--- config.mk ---
export PLATFORM = sky130hd
export DESIGN_NAME = i2c_tgt_responder
export DESIGN_NICKNAME = d
export VERILOG_FILES = /design/src/rtl/i2c_tgt_pkg.sv /design/src/rtl/i2c_tgt_linemon.sv /design/src/rtl/i2c_tgt_regs.sv /design/src/rtl/i2c_tgt_engine.sv /design/src/rtl/i2c_tgt_responder.sv
export SDC_FILE = /design/constraint.sdc
export NUM_CORES = 1
export LEC_CHECK = 0
export BUFFER_PORTS_ARGS = -buffer_cell sky130_fd_sc_hd__buf_4
export CORE_MARGIN = 4
export CORE_UTILIZATION = 54
export CTS_CLUSTER_DIAMETER = 100
export CTS_CLUSTER_SIZE = 14
export DETAILED_ROUTE_END_ITERATION = 7
export PLACE_DENSITY_LB_ADDON = 0.08
export SLEW_MARGIN = 0
export SYNTH_ARGS = -nofsm -noshare
export SYNTH_HDL_FRONTEND = slang
export SYNTH_SLANG_ARGS = --single-unit
--- constraint.sdc ---
create_clock -name clk_i -period 1.65 [get_ports clk_i]
set_clock_uncertainty 0.1 [all_clocks]
set_input_delay 0.33 -clock clk_i [delete_from_list [all_inputs] [get_ports clk_i]]
set_output_delay 0.33 -clock clk_i [all_outputs]
set_load 0.1 [all_outputs]
--- src/rtl/i2c_tgt_pkg.sv ---
package i2c_tgt_pkg;
  // register offsets
  localparam logic [2:0] RA_SET  = 3'd0;
  localparam logic [2:0] RA_CLR  = 3'd1;
  localparam logic [2:0] RA_STAT = 3'd2;
  localparam logic [2:0] RA_DATA = 3'd3;
  localparam logic [2:0] RA_OWN  = 3'd4;

  // control bit positions
  localparam int CB_AA  = 0;
  localparam int CB_SI  = 1;
  localparam int CB_STO = 2;
  localparam int CB_STA = 3;
  localparam int CB_N   = 4;

  // status codes
  localparam logic [7:0] SC_OWN_W   = 8'h60;
  localparam logic [7:0] SC_GC_W    = 8'h70;
  localparam logic [7:0] SC_RX_OWN  = 8'h80;
  localparam logic [7:0] SC_RX_GC   = 8'h90;
  localparam logic [7:0] SC_END     = 8'hA0;
  localparam logic [7:0] SC_OWN_R   = 8'hA8;
  localparam logic [7:0] SC_TX_ACK  = 8'hB8;
  localparam logic [7:0] SC_TX_NACK = 8'hC0;
  localparam logic [7:0] SC_TX_LAST = 8'hC8;
  localparam logic [7:0] SC_NONE    = 8'hF8;

  typedef enum logic [2:0] {
    ST_IDLE, ST_ADDR, ST_AACK, ST_RX, ST_RACK, ST_TXW, ST_TX, ST_TACK
  } eng_state_e;
endpackage

--- src/rtl/i2c_tgt_linemon.sv ---
module i2c_tgt_linemon #(
  parameter int STAGES = 2
) (
  input  logic clk_i,
  input  logic rst_ni,
  input  logic scl_i,
  input  logic sda_i,
  output logic sda_o,
  output logic start_o,
  output logic stop_o,
  output logic rise_o,
  output logic fall_o
);
  logic [STAGES-1:0] scl_ff, sda_ff;
  logic scl_p, sda_p, scl_s, sda_s;

  generate
    if (STAGES < 2) begin : g_bad
      initial $fatal(1, "STAGES must be at least 2");
    end
  endgenerate

  always_ff @(posedge clk_i or negedge rst_ni) begin
    if (!rst_ni) begin
      scl_ff <= '1;
      sda_ff <= '1;
      scl_p  <= 1'b1;
      sda_p  <= 1'b1;
    end else begin
      scl_ff <= {scl_ff[STAGES-2:0], scl_i};
      sda_ff <= {sda_ff[STAGES-2:0], sda_i};
      scl_p  <= scl_s;
      sda_p  <= sda_s;
    end
  end

  assign scl_s   = scl_ff[STAGES-1];
  assign sda_s   = sda_ff[STAGES-1];
  assign sda_o   = sda_s;
  assign start_o = scl_s & scl_p & sda_p & ~sda_s;
  assign stop_o  = scl_s & scl_p & ~sda_p & sda_s;
  assign rise_o  = scl_s & ~scl_p;
  assign fall_o  = ~scl_s & scl_p;
endmodule

--- src/rtl/i2c_tgt_regs.sv ---
module i2c_tgt_regs
  import i2c_tgt_pkg::*;
#(
  parameter int DW = 8,
  parameter int AW = 3
) (
  input  logic          clk_i,
  input  logic          rst_ni,
  input  logic          we_i,
  input  logic [AW-1:0] addr_i,
  input  logic [DW-1:0] wdata_i,
  output logic [DW-1:0] rdata_o,
  input  logic          ev_i,
  input  logic [7:0]    ev_code_i,
  input  logic          ev_hold_i,
  input  logic          ev_wd_i,
  input  logic [DW-1:0] ev_data_i,
  output logic          ack_en_o,
  output logic          sta_o,
  output logic          sto_o,
  output logic          si_o,
  output logic          hold_o,
  output logic [DW-1:0] own_o,
  output logic [DW-1:0] txd_o
);
  logic [CB_N-1:0] ctrl_q;
  logic [7:0]      stat_q;
  logic            hold_q;
  logic [DW-1:0]   data_q, own_q;

  always_ff @(posedge clk_i or negedge rst_ni) begin
    if (!rst_ni) begin
      ctrl_q <= '0;
      stat_q <= SC_NONE;
      hold_q <= 1'b0;
      data_q <= '0;
      own_q  <= '0;
    end else begin
      if (we_i) begin
        case (addr_i)
          AW'(RA_SET):  ctrl_q <= ctrl_q | wdata_i[CB_N-1:0];
          AW'(RA_CLR):  ctrl_q <= ctrl_q & ~wdata_i[CB_N-1:0];
          AW'(RA_DATA): data_q <= wdata_i;
          AW'(RA_OWN):  own_q  <= wdata_i;
          default: ;
        endcase
      end
      // engine events take priority over software
      if (ev_i) begin
        ctrl_q[CB_SI] <= 1'b1;
        stat_q        <= ev_code_i;
        hold_q        <= ev_hold_i;
        if (ev_wd_i) data_q <= ev_data_i;
      end
    end
  end

  always_comb begin
    case (addr_i)
      AW'(RA_SET):  rdata_o = DW'(ctrl_q);
      AW'(RA_STAT): rdata_o = DW'(ctrl_q[CB_SI] ? stat_q : SC_NONE);
      AW'(RA_DATA): rdata_o = data_q;
      AW'(RA_OWN):  rdata_o = own_q;
      default:      rdata_o = '0;
    endcase
  end

  assign ack_en_o = ctrl_q[CB_AA];
  assign sta_o    = ctrl_q[CB_STA];
  assign sto_o    = ctrl_q[CB_STO];
  assign si_o     = ctrl_q[CB_SI];
  assign hold_o   = hold_q;
  assign own_o    = own_q;
  assign txd_o    = data_q;
endmodule

--- src/rtl/i2c_tgt_engine.sv ---
module i2c_tgt_engine
  import i2c_tgt_pkg::*;
#(
  parameter int DW = 8
) (
  input  logic          clk_i,
  input  logic          rst_ni,
  input  logic          start_i,
  input  logic          stop_i,
  input  logic          rise_i,
  input  logic          fall_i,
  input  logic          sda_i,
  input  logic          ack_en_i,
  input  logic          sta_i,
  input  logic          sto_i,
  input  logic          si_i,
  input  logic [DW-2:0] own_i,
  input  logic [DW-1:0] txd_i,
  output logic          sda_oe_o,
  output logic          ev_o,
  output logic [7:0]    ev_code_o,
  output logic          ev_hold_o,
  output logic          ev_wd_o,
  output logic [DW-1:0] ev_data_o
);
  localparam int CW = $clog2(DW + 1);
  localparam logic [CW-1:0] LAST = CW'(DW);

  eng_state_e    st_q;
  logic [DW-1:0] sh_q;
  logic [CW-1:0] cnt_q;
  logic rd_q, gc_q, mack_q, armed_q, sda_oe_q;
  logic ev_q, ev_hold_q, ev_wd_q;
  logic [7:0]    ev_code_q;
  logic [DW-1:0] ev_data_q;
  logic addressed, gc_hit, own_hit, may_ack;

  assign addressed = !(st_q == ST_IDLE || st_q == ST_ADDR);
  assign gc_hit    = (sh_q[DW-1:1] == '0) && !sh_q[0];
  assign own_hit   = (sh_q[DW-1:1] == own_i);
  assign may_ack   = ack_en_i && !sta_i && !sto_i;

  always_ff @(posedge clk_i or negedge rst_ni) begin
    if (!rst_ni) begin
      st_q      <= ST_IDLE;
      sh_q      <= '0;
      cnt_q     <= '0;
      rd_q      <= 1'b0;
      gc_q      <= 1'b0;
      mack_q    <= 1'b0;
      armed_q   <= 1'b0;
      sda_oe_q  <= 1'b0;
      ev_q      <= 1'b0;
      ev_hold_q <= 1'b0;
      ev_wd_q   <= 1'b0;
      ev_code_q <= SC_NONE;
      ev_data_q <= '0;
    end else begin
      ev_q    <= 1'b0;
      ev_wd_q <= 1'b0;
      if (start_i) begin
        if (addressed) begin
          ev_q      <= 1'b1;
          ev_code_q <= SC_END;
          ev_hold_q <= 1'b0;
        end
        st_q     <= ST_ADDR;
        cnt_q    <= '0;
        sda_oe_q <= 1'b0;
      end else if (stop_i) begin
        if (addressed) begin
          ev_q      <= 1'b1;
          ev_code_q <= SC_END;
          ev_hold_q <= 1'b0;
        end
        st_q     <= ST_IDLE;
        sda_oe_q <= 1'b0;
      end else begin
        case (st_q)
          ST_ADDR, ST_RX: begin
            if (rise_i) begin
              sh_q  <= {sh_q[DW-2:0], sda_i};
              cnt_q <= cnt_q + 1'b1;
            end else if (fall_i && cnt_q == LAST) begin
              if (st_q == ST_ADDR) begin
                if (may_ack && (gc_hit || own_hit)) begin
                  sda_oe_q <= 1'b1;
                  rd_q     <= sh_q[0] & ~gc_hit;
                  gc_q     <= gc_hit;
                  st_q     <= ST_AACK;
                end else begin
                  st_q <= ST_IDLE;
                end
              end else if (ack_en_i) begin
                sda_oe_q <= 1'b1;
                st_q     <= ST_RACK;
              end else begin
                st_q <= ST_IDLE;
              end
            end
          end
          ST_AACK: if (fall_i) begin
            sda_oe_q  <= 1'b0;
            ev_q      <= 1'b1;
            ev_hold_q <= 1'b1;
            ev_code_q <= rd_q ? SC_OWN_R : (gc_q ? SC_GC_W : SC_OWN_W);
            st_q      <= rd_q ? ST_TXW : ST_RX;
            cnt_q     <= '0;
            armed_q   <= 1'b0;
          end
          ST_RACK: if (fall_i) begin
            sda_oe_q  <= 1'b0;
            ev_q      <= 1'b1;
            ev_hold_q <= 1'b1;
            ev_wd_q   <= 1'b1;
            ev_data_q <= sh_q;
            ev_code_q <= gc_q ? SC_RX_GC : SC_RX_OWN;
            st_q      <= ST_RX;
            cnt_q     <= '0;
          end
          ST_TXW: begin
            // flag is registered one cycle after the event
            if (!armed_q) begin
              armed_q <= 1'b1;
            end else if (!si_i) begin
              sh_q     <= txd_i;
              sda_oe_q <= ~txd_i[DW-1];
              cnt_q    <= CW'(1);
              st_q     <= ST_TX;
            end
          end
          ST_TX: if (fall_i) begin
            if (cnt_q == LAST) begin
              sda_oe_q <= 1'b0;
              st_q     <= ST_TACK;
            end else begin
              sh_q     <= sh_q << 1;
              sda_oe_q <= ~sh_q[DW-2];
              cnt_q    <= cnt_q + 1'b1;
            end
          end
          ST_TACK: begin
            if (rise_i) mack_q <= ~sda_i;
            else if (fall_i) begin
              ev_q    <= 1'b1;
              armed_q <= 1'b0;
              if (!mack_q) begin
                ev_code_q <= SC_TX_NACK;
                ev_hold_q <= 1'b0;
                st_q      <= ST_IDLE;
              end else if (ack_en_i) begin
                ev_code_q <= SC_TX_ACK;
                ev_hold_q <= 1'b1;
                st_q      <= ST_TXW;
              end else begin
                ev_code_q <= SC_TX_LAST;
                ev_hold_q <= 1'b0;
                st_q      <= ST_IDLE;
              end
            end
          end
          default: ;
        endcase
      end
    end
  end

  assign sda_oe_o  = sda_oe_q;
  assign ev_o      = ev_q;
  assign ev_code_o = ev_code_q;
  assign ev_hold_o = ev_hold_q;
  assign ev_wd_o   = ev_wd_q;
  assign ev_data_o = ev_data_q;
endmodule

--- src/rtl/i2c_tgt_responder.sv ---
module i2c_tgt_responder #(
  parameter int DW          = 8,
  parameter int AW          = 3,
  parameter int SYNC_STAGES = 2
) (
  input  logic          clk_i,
  input  logic          rst_ni,
  input  logic          reg_we_i,
  input  logic [AW-1:0] reg_addr_i,
  input  logic [DW-1:0] reg_wdata_i,
  output logic [DW-1:0] reg_rdata_o,
  input  logic          scl_i,
  input  logic          sda_i,
  output logic          scl_oe_o,
  output logic          sda_oe_o
);
  logic sda_s, start_det, stop_det, scl_rise, scl_fall;
  logic ack_en, sta, sto, si, hold;
  logic ev, ev_hold, ev_wd;
  logic [7:0]    ev_code;
  logic [DW-1:0] ev_data, own_q, data_q;

  i2c_tgt_linemon #(.STAGES(SYNC_STAGES)) u_line (
    .clk_i(clk_i), .rst_ni(rst_ni), .scl_i(scl_i), .sda_i(sda_i),
    .sda_o(sda_s), .start_o(start_det), .stop_o(stop_det),
    .rise_o(scl_rise), .fall_o(scl_fall)
  );

  i2c_tgt_regs #(.DW(DW), .AW(AW)) u_regs (
    .clk_i(clk_i), .rst_ni(rst_ni), .we_i(reg_we_i), .addr_i(reg_addr_i),
    .wdata_i(reg_wdata_i), .rdata_o(reg_rdata_o),
    .ev_i(ev), .ev_code_i(ev_code), .ev_hold_i(ev_hold), .ev_wd_i(ev_wd),
    .ev_data_i(ev_data), .ack_en_o(ack_en), .sta_o(sta), .sto_o(sto),
    .si_o(si), .hold_o(hold), .own_o(own_q), .txd_o(data_q)
  );

  i2c_tgt_engine #(.DW(DW)) u_eng (
    .clk_i(clk_i), .rst_ni(rst_ni), .start_i(start_det), .stop_i(stop_det),
    .rise_i(scl_rise), .fall_i(scl_fall), .sda_i(sda_s),
    .ack_en_i(ack_en), .sta_i(sta), .sto_i(sto), .si_i(si),
    .own_i(own_q[DW-1:1]), .txd_i(data_q), .sda_oe_o(sda_oe_o),
    .ev_o(ev), .ev_code_o(ev_code), .ev_hold_o(ev_hold), .ev_wd_o(ev_wd),
    .ev_data_o(ev_data)
  );

  assign scl_oe_o = si & hold;
endmodule

==> results_dict.tcl, run 1 <==
set metrics [dict create \
    diodes 0 \
    synthDistinctLibCells 58 \
    gp_congestion 0.934 \
    status "finished with violations" \
    setup_tns_ps -5420 \
    worstPathRequired_ps 1220 \
    cts_max_path_buffers 2 \
    slew_violations 0 \
    area_delta_synth_final_pct 52.4 \
    detailed_place_hpwl_um 7830 \
    die_x_um 92.7 \
    cts_num_sinks 74 \
    grt_max_degree 32 \
    dr.first_iter.drc_count 409 \
    hold_path.class "in2reg" \
    cts-htree-levels 3 \
    cts_root_buf "clkbuf_8" \
    slew-limit-headroom_pct 58.5 \
    viasPerCell 6.32 \
    hold_violations 0 \
    portBuffers 25 \
    rsz0062_at_grt "yes" \
    io_pins 26 \
    worst_slack_ps -277 \
    overflow 0 \
    syn_area_per_cell_sq_um 10.2 \
    postRouteAntennaNets 0 \
    violations "negative setup slack" \
    nNetsFinal 529 \
    period_needed_ps 1930 \
    placed_area_sq_um 4890 \
    synth-seq-cells 74 \
    grt_pass1_wl_um 19300 \
    worst_ir_drop_vdd_v 0.00109 \
    critPathCaptureType "output port" \
    cap_violations 0 \
    ys_async_sr_fraction_pct 100 \
    ys_seq_area_share_pct 48.3 \
    drt_wl_total_um 13000 \
    p_leak_uw 0.00259 \
    critPathSlowestCell "dfrtp_2" \
    ff2ff_path_depth 7 \
    max_freq_mhz 519 \
    syn_nets 397 \
    drc_errors 0 \
    design_area_sq_um 5900 \
    fin_crit_sh_pct 117 \
    crit_cells 3 \
    power.density_nw_per_um2 1670 \
    layout_commonest_cell "buf_4" \
    syn-cell-area_sq_um 3870 \
    worstSetupPathType "reg2out" \
    synth.area.top_cells "dfrtp_1 37%, dfstp_2 11%, mux2_2 7.3%" \
    grt_pass1_vias 3670 \
    drive_gt1_share_pct 55.6 \
    slowest_delay_ps 550 \
    clk_latency_ps 350 \
    min_delay_path_depth 2 \
    final_cell_mix "108 x buf_4, 54 x dfrtp_1, 29 x nand2_1" \
    cp_cell_sequence "a32oi_2 -> o22ai_4 -> buf_12" \
    cts_made_buffers 9 \
    die_h_um 92.7 \
    vias 3866 \
    yosysTopAreaCell "dfrtp_1" \
    initial_core_util_pct 56.4 \
    synth_top_area_share_pct 37.5 \
    die-area_sq_um 8590 \
    wl_per_cell_um 21.3 \
    synthCells 379 \
    cp_num_buf_inv 1 \
    drt_first_pass_iters 5 \
    synth_edf_count 0 \
    setup_viol 44 \
    fp-row-count 30 \
    cp-start-kind "register" \
    crit_family "flip-flops" \
    fillerInstances 330 \
    antenna_found_initial 0 \
    crit_arrival_ps 1500 \
    core_sq_um 6870 \
    synth_flop_cell "dfrtp_1" \
    tightest_slew_ps 623 \
    yosysWarnings 0 \
    track_usage_pct 29.3 \
    cp_max_fo 8 \
    clk_pin_slew_ps 90 \
    cts_tree "built" \
]
==> per-layer routing <==
| layer | vias to the layer above | part of all wire [%] | global-route usage [%] | wire, um |
|---|---|---|---|---|
| li1 | 1640 | - | - | - |
| met1 | 1926 | 39 | 40.3 | 5130 |
| met2 | 235 | 48 | 47.0 | 6270 |
| met5 | - | 0 | 0 | 0 |
| met3 | 65 | 8.6 | 5.44 | 1120 |
| met4 | 0 | 3.8 | 9.28 | 495 |
==> what timing repair did <==
action,4_1_cts,5_1_grt
buffers inserted,19,10
pin swaps,22,23
hold buffers,3,0
gates resized for setup,96,33
cloned,2,0
hold endpoints to repair,20,0
setup endpoints to repair,43,45
==> state kept, by name, summed over array words and instances (netlist names), 2 cells and up, named ones only <==
signal           cells
u_line.sda_ff        2
u_eng.st_q           3
u_regs.stat_q        8
u_eng.sh_q           8
u_eng.ev_code_o      8
u_regs.own_o         8
u_regs.txd_o         8
u_eng.ev_data_o      8
u_line.scl_ff        2
u_eng.cnt_q          4
==> final timing paths <==
path / start / end / slack (ps)
min in group asynchronous: rst_ni / u_eng.sda_oe_o / 340
max: u_regs.ctrl_q[1] / reg_rdata_o[1] / -280
max in group asynchronous: rst_ni / u_eng.sh_q[1] / 520
min reg2reg: u_line.sda_ff[0] / u_line.sda_ff[1] / 250
min: reg_wdata_i[5] / u_regs.own_o[5] / 120
max reg2reg: u_eng.cnt_q[1] / u_eng.rd_q / -210
==> cell usage after synthesis (3+ instances only) <==
library cell	n
nor2b_1	13
dfstp_2	16
o22ai_1	11
o21ai_1	3
clkbuf_1	4
nand2b_1	5
buf_4	3
xnor2_1	8
a22o_1	3
nand3_1	7
mux2_2	25
nor2_1	13
a31oi_1	7
buf_2	11
o221ai_1	5
a21oi_1	19
inv_1	14
nand2_1	38
o21a_1	5
mux2i_1	17
a32oi_1	3
nor4_1	3
dfrtp_1	58
o21bai_1	3
and3b_1	3
a22oi_1	6
a21boi_0	3
nor3_1	8
o21ai_0	22
and2_1	7
==> cell type report <==
| type | instances | area (sq um) | area share (%) |
|---|---|---|---|
| Inverter | 14 | 56.3 | 0.954 |
| Clock inverter | 7 | 82.6 | 1.40 |
| Timing Repair Buffer | 142 | 1310 | 22.2 |
| Clock buffer | 9 | 124 | 2.10 |
| Tap cell | 96 | 120 | 2.04 |
| Sequential cell | 74 | 1880 | 31.8 |
| Multi-Input combinational cell | 270 | 2330 | 39.5 |
==> through the flow <==
step / util (%) / setup WS, ps / hold slack [ps] / std cells / power (uW)
floorplan: - / -84.8 / -65.6 / 379 / 5150
CTS: 82.7 / -244 / 102 / 604 / 9160
global placement: 71.2 / -141 / 179 / 565 / 6700
finish: 85.9 / -277 / 120 / 612 / 9840
global route: 85.9 / -319 / 112 / 612 / 10300
detailed placement: 71.2 / -170 / 180 / 565 / 6790
==> cells by family (layout without fill, tap and decap cells) <==
kind of cell	after synthesis	count (layout)	share of synthesized area [%]
adders and majority gates	2	2	0.646
DFF	74	74	48.3
buffers and inverters	35	172	4.23
AOI/OAI and AO/OA	106	106	18.2
and+or+nand+nor	111	111	14.9
muxes	42	42	11.7
xor gates and xnor gates	9	9	2.03
==> worst register-to-register path: cells and delay by family (launching register included) <==
kind	cells	cell delay [ps]
AND/OR/NAND/NOR	3	620
multiplexers	1	300
adder cells (fa/ha/maj)	1	130
buffers and inverters	2	210
flip-flops	1	400
==> power breakdown <==
group | switching, uW | leakage, uW | internal (uW)
sequential | 553 | 0.000892 | 2390
clock | 772 | 0.0000988 | 726
combinational | 2760 | 0.00160 | 2640
total | 4090 | 0.00259 | 5750
Note: power is estimated with default switching activity, not from simulation.
==> inputs of run 2 (changes only) <==
TNS_END_PERCENT = 10   (was default)
==> run 2 against run 1 <==
  * The flow still finishes with violations (negative setup slack)
  * Critical path type unchanged
  * Final cell count fell by 2.8%
  * Sequential power about the same
  * Clock power rose by 4%
==> results_dict.tcl, run 2 (synthesized netlist as in run 1, its figures left out) <==
set metrics [dict create \
    area_delta_synth_final_pct 43.5 \
    critPathSlowestCell "dfstp_2" \
    violations "negative setup slack" \
    clock_power_share_pct 17.5 \
    grt_max_degree 30 \
    power.density_nw_per_um2 1610 \
    cts_root_buf "clkbuf_8" \
    gp_congestion 0.933 \
    postRouteAntennaNets 0 \
    diodes 0 \
    initial_core_util_pct 56.4 \
    overflow 0 \
    cp_cell_sequence "nand2b_4 -> a22oi_2 -> o22ai_4 -> buf_12" \
    p_comb_share_pct 49.5 \
    p_leak_uw 0.00249 \
    grt_pass1_vias 3446 \
    viasPerCell 5.81 \
    drt_first_pass_iters 5 \
    portBuffers 25 \
    crit_family "flip-flops" \
    hold_violations 0 \
    p_int_uw 5450 \
    layout_commonest_cell "buf_4" \
    dr.first_iter.drc_count 250 \
    cts-htree-levels 3 \
    drive_gt1_share_pct 45.9 \
    final_cell_mix "101 x buf_4, 54 x dfrtp_1, 32 x nand2_1" \
    period_needed_ps 1890 \
    cts_tree "built" \
    cp-start-kind "register" \
    cts_made_buffers 9 \
    antenna_found_initial 0 \
    setup_viol 20 \
    drt_wl_total_um 11100 \
    die_h_um 92.7 \
    whs_ps 116 \
    nNetsFinal 512 \
    setup_tns_ps -2640 \
    worstPathRequired_ps 1220 \
    fp-row-count 30 \
    die_x_um 92.7 \
    worst_ir_drop_vdd_v 0.00101 \
    slowest_delay_ps 540 \
    status "finished with violations" \
    track_usage_pct 26.7 \
    pwr-share-seq_pct 33.0 \
    switchingPower_uw 3490 \
    detailed_place_hpwl_um 7660 \
    wl_per_cell_um 18.6 \
    clk_latency_ps 350 \
    crit_arrival_ps 1460 \
    cap_violations 0 \
    slew_violations 0 \
    vias 3454 \
    tightest_slew_ps 620 \
    cp_max_fo 2 \
    slew-limit-headroom_pct 58.6 \
    drc_errors 0 \
    cts_num_sinks 74 \
    worstSetupPathType "reg2out" \
    io_pins 26 \
    rsz0062_at_grt "yes" \
    cp_num_buf_inv 1 \
    grt_pass1_wl_um 17700 \
    die-area_sq_um 8590 \
    cts_max_path_buffers 2 \
    hold_path.class "in2reg" \
    clk_pin_slew_ps 90 \
    switching_share_pct 39.0 \
    critPathCaptureType "output port" \
    core_sq_um 6870 \
    fin_crit_sh_pct 114 \
    worst_slack_ps -238 \
    max_freq_mhz 530 \
]
run 2: changes by cell type in the layout (fill, tap and decap cells not counted), sizes merged:
cell      change
buf          -17
bufinv        +1
clkbuf        +1
clkinv        +2
clkinvlp      -2
inv           -2
run 2: through the flow:
step           power [uW]  util [%]  cells  cell area, sq um  setup WS [ps]
2_1_floorplan        5110         -    379              3960           -131
3_3_place_gp         6680      71.5    573              4910           -174
3_5_place_dp         6770      71.5    573              4910           -241
4_1_cts              8620      78.1    595              5360           -260
5_1_grt              9470      80.9    595              5560           -282
6_report             8940      80.9    595              5560           -238
run 2: path summary, 6_finish.rpt:
check                                 start            endpoint  slack (ps)  cells after the start
setup / recovery           u_regs.stat_q[3]      reg_rdata_o[3]        -240                      4
hold / removal               reg_wdata_i[3]            register         120                      2
setup reg to reg             u_eng.cnt_q[0]      u_eng.sda_oe_o        -170                      8
hold reg to reg            u_line.sda_ff[0]    u_line.sda_ff[1]         260                      0
max in group asynchronous            rst_ni  u_eng.ev_code_o[5]         600                      3
min in group asynchronous            rst_ni        u_eng.mack_q         350                      2
run 2: final cells by class:
| cell class | count | area [sq um] |
|---|---|---|
| clock buffer | 10 | 128 |
| clock inverter | 6 | 90.1 |
| tap | 96 | 120 |
| multi-input combinational | 270 | 2140 |
| inverter | 14 | 52.6 |
| fill | 409 | 1310 |
| sequential | 74 | 1880 |
| timing repair buffer | 125 | 1150 |
run 2: what timing repair did:
| action | in CTS | in global routing |
|---|---|---|
| hold buffers | 3 | 0 |
| pin swaps | 8 | 2 |
| hold endpoints to repair | 18 | 0 |
| resized for setup | 43 | 45 |
| endpoints found under the setup margin | 44 | 44 |
| setup buffers | 3 | 0 |
run 2: power by group through the flow:
| stage | sequential [uW] | combinational [uW] | clock [uW] |
|---|---|---|---|
| after floorplan | 2790 | 2320 | 0 |
| after global placement | 2890 | 3790 | 0 |
| after detailed placement | 2910 | 3870 | 0 |
| after CTS | 2880 | 4160 | 1580 |
| after global routing | 3010 | 4790 | 1670 |
| final | 2950 | 4430 | 1560 |
run 2: worst reg2reg max path, stage by stage, from the launching register on:
cell and delay (ps):
dfrtp_1 390, inv_1 80, ha_1 160, and3b_1 210
buf_4 140, a21oi_1 70, nor4_1 270, o21ai_1 140
mux2i_1 140
run 2: per-layer routing:
metal,vias to the layer above,track usage [%],part of all wire (%)
met5,-,0,0
met4,0,7.94,1.5
met3,19,3.49,4.9
met2,91,43.1,49
met1,1736,37.6,45
li1,1608,-,-
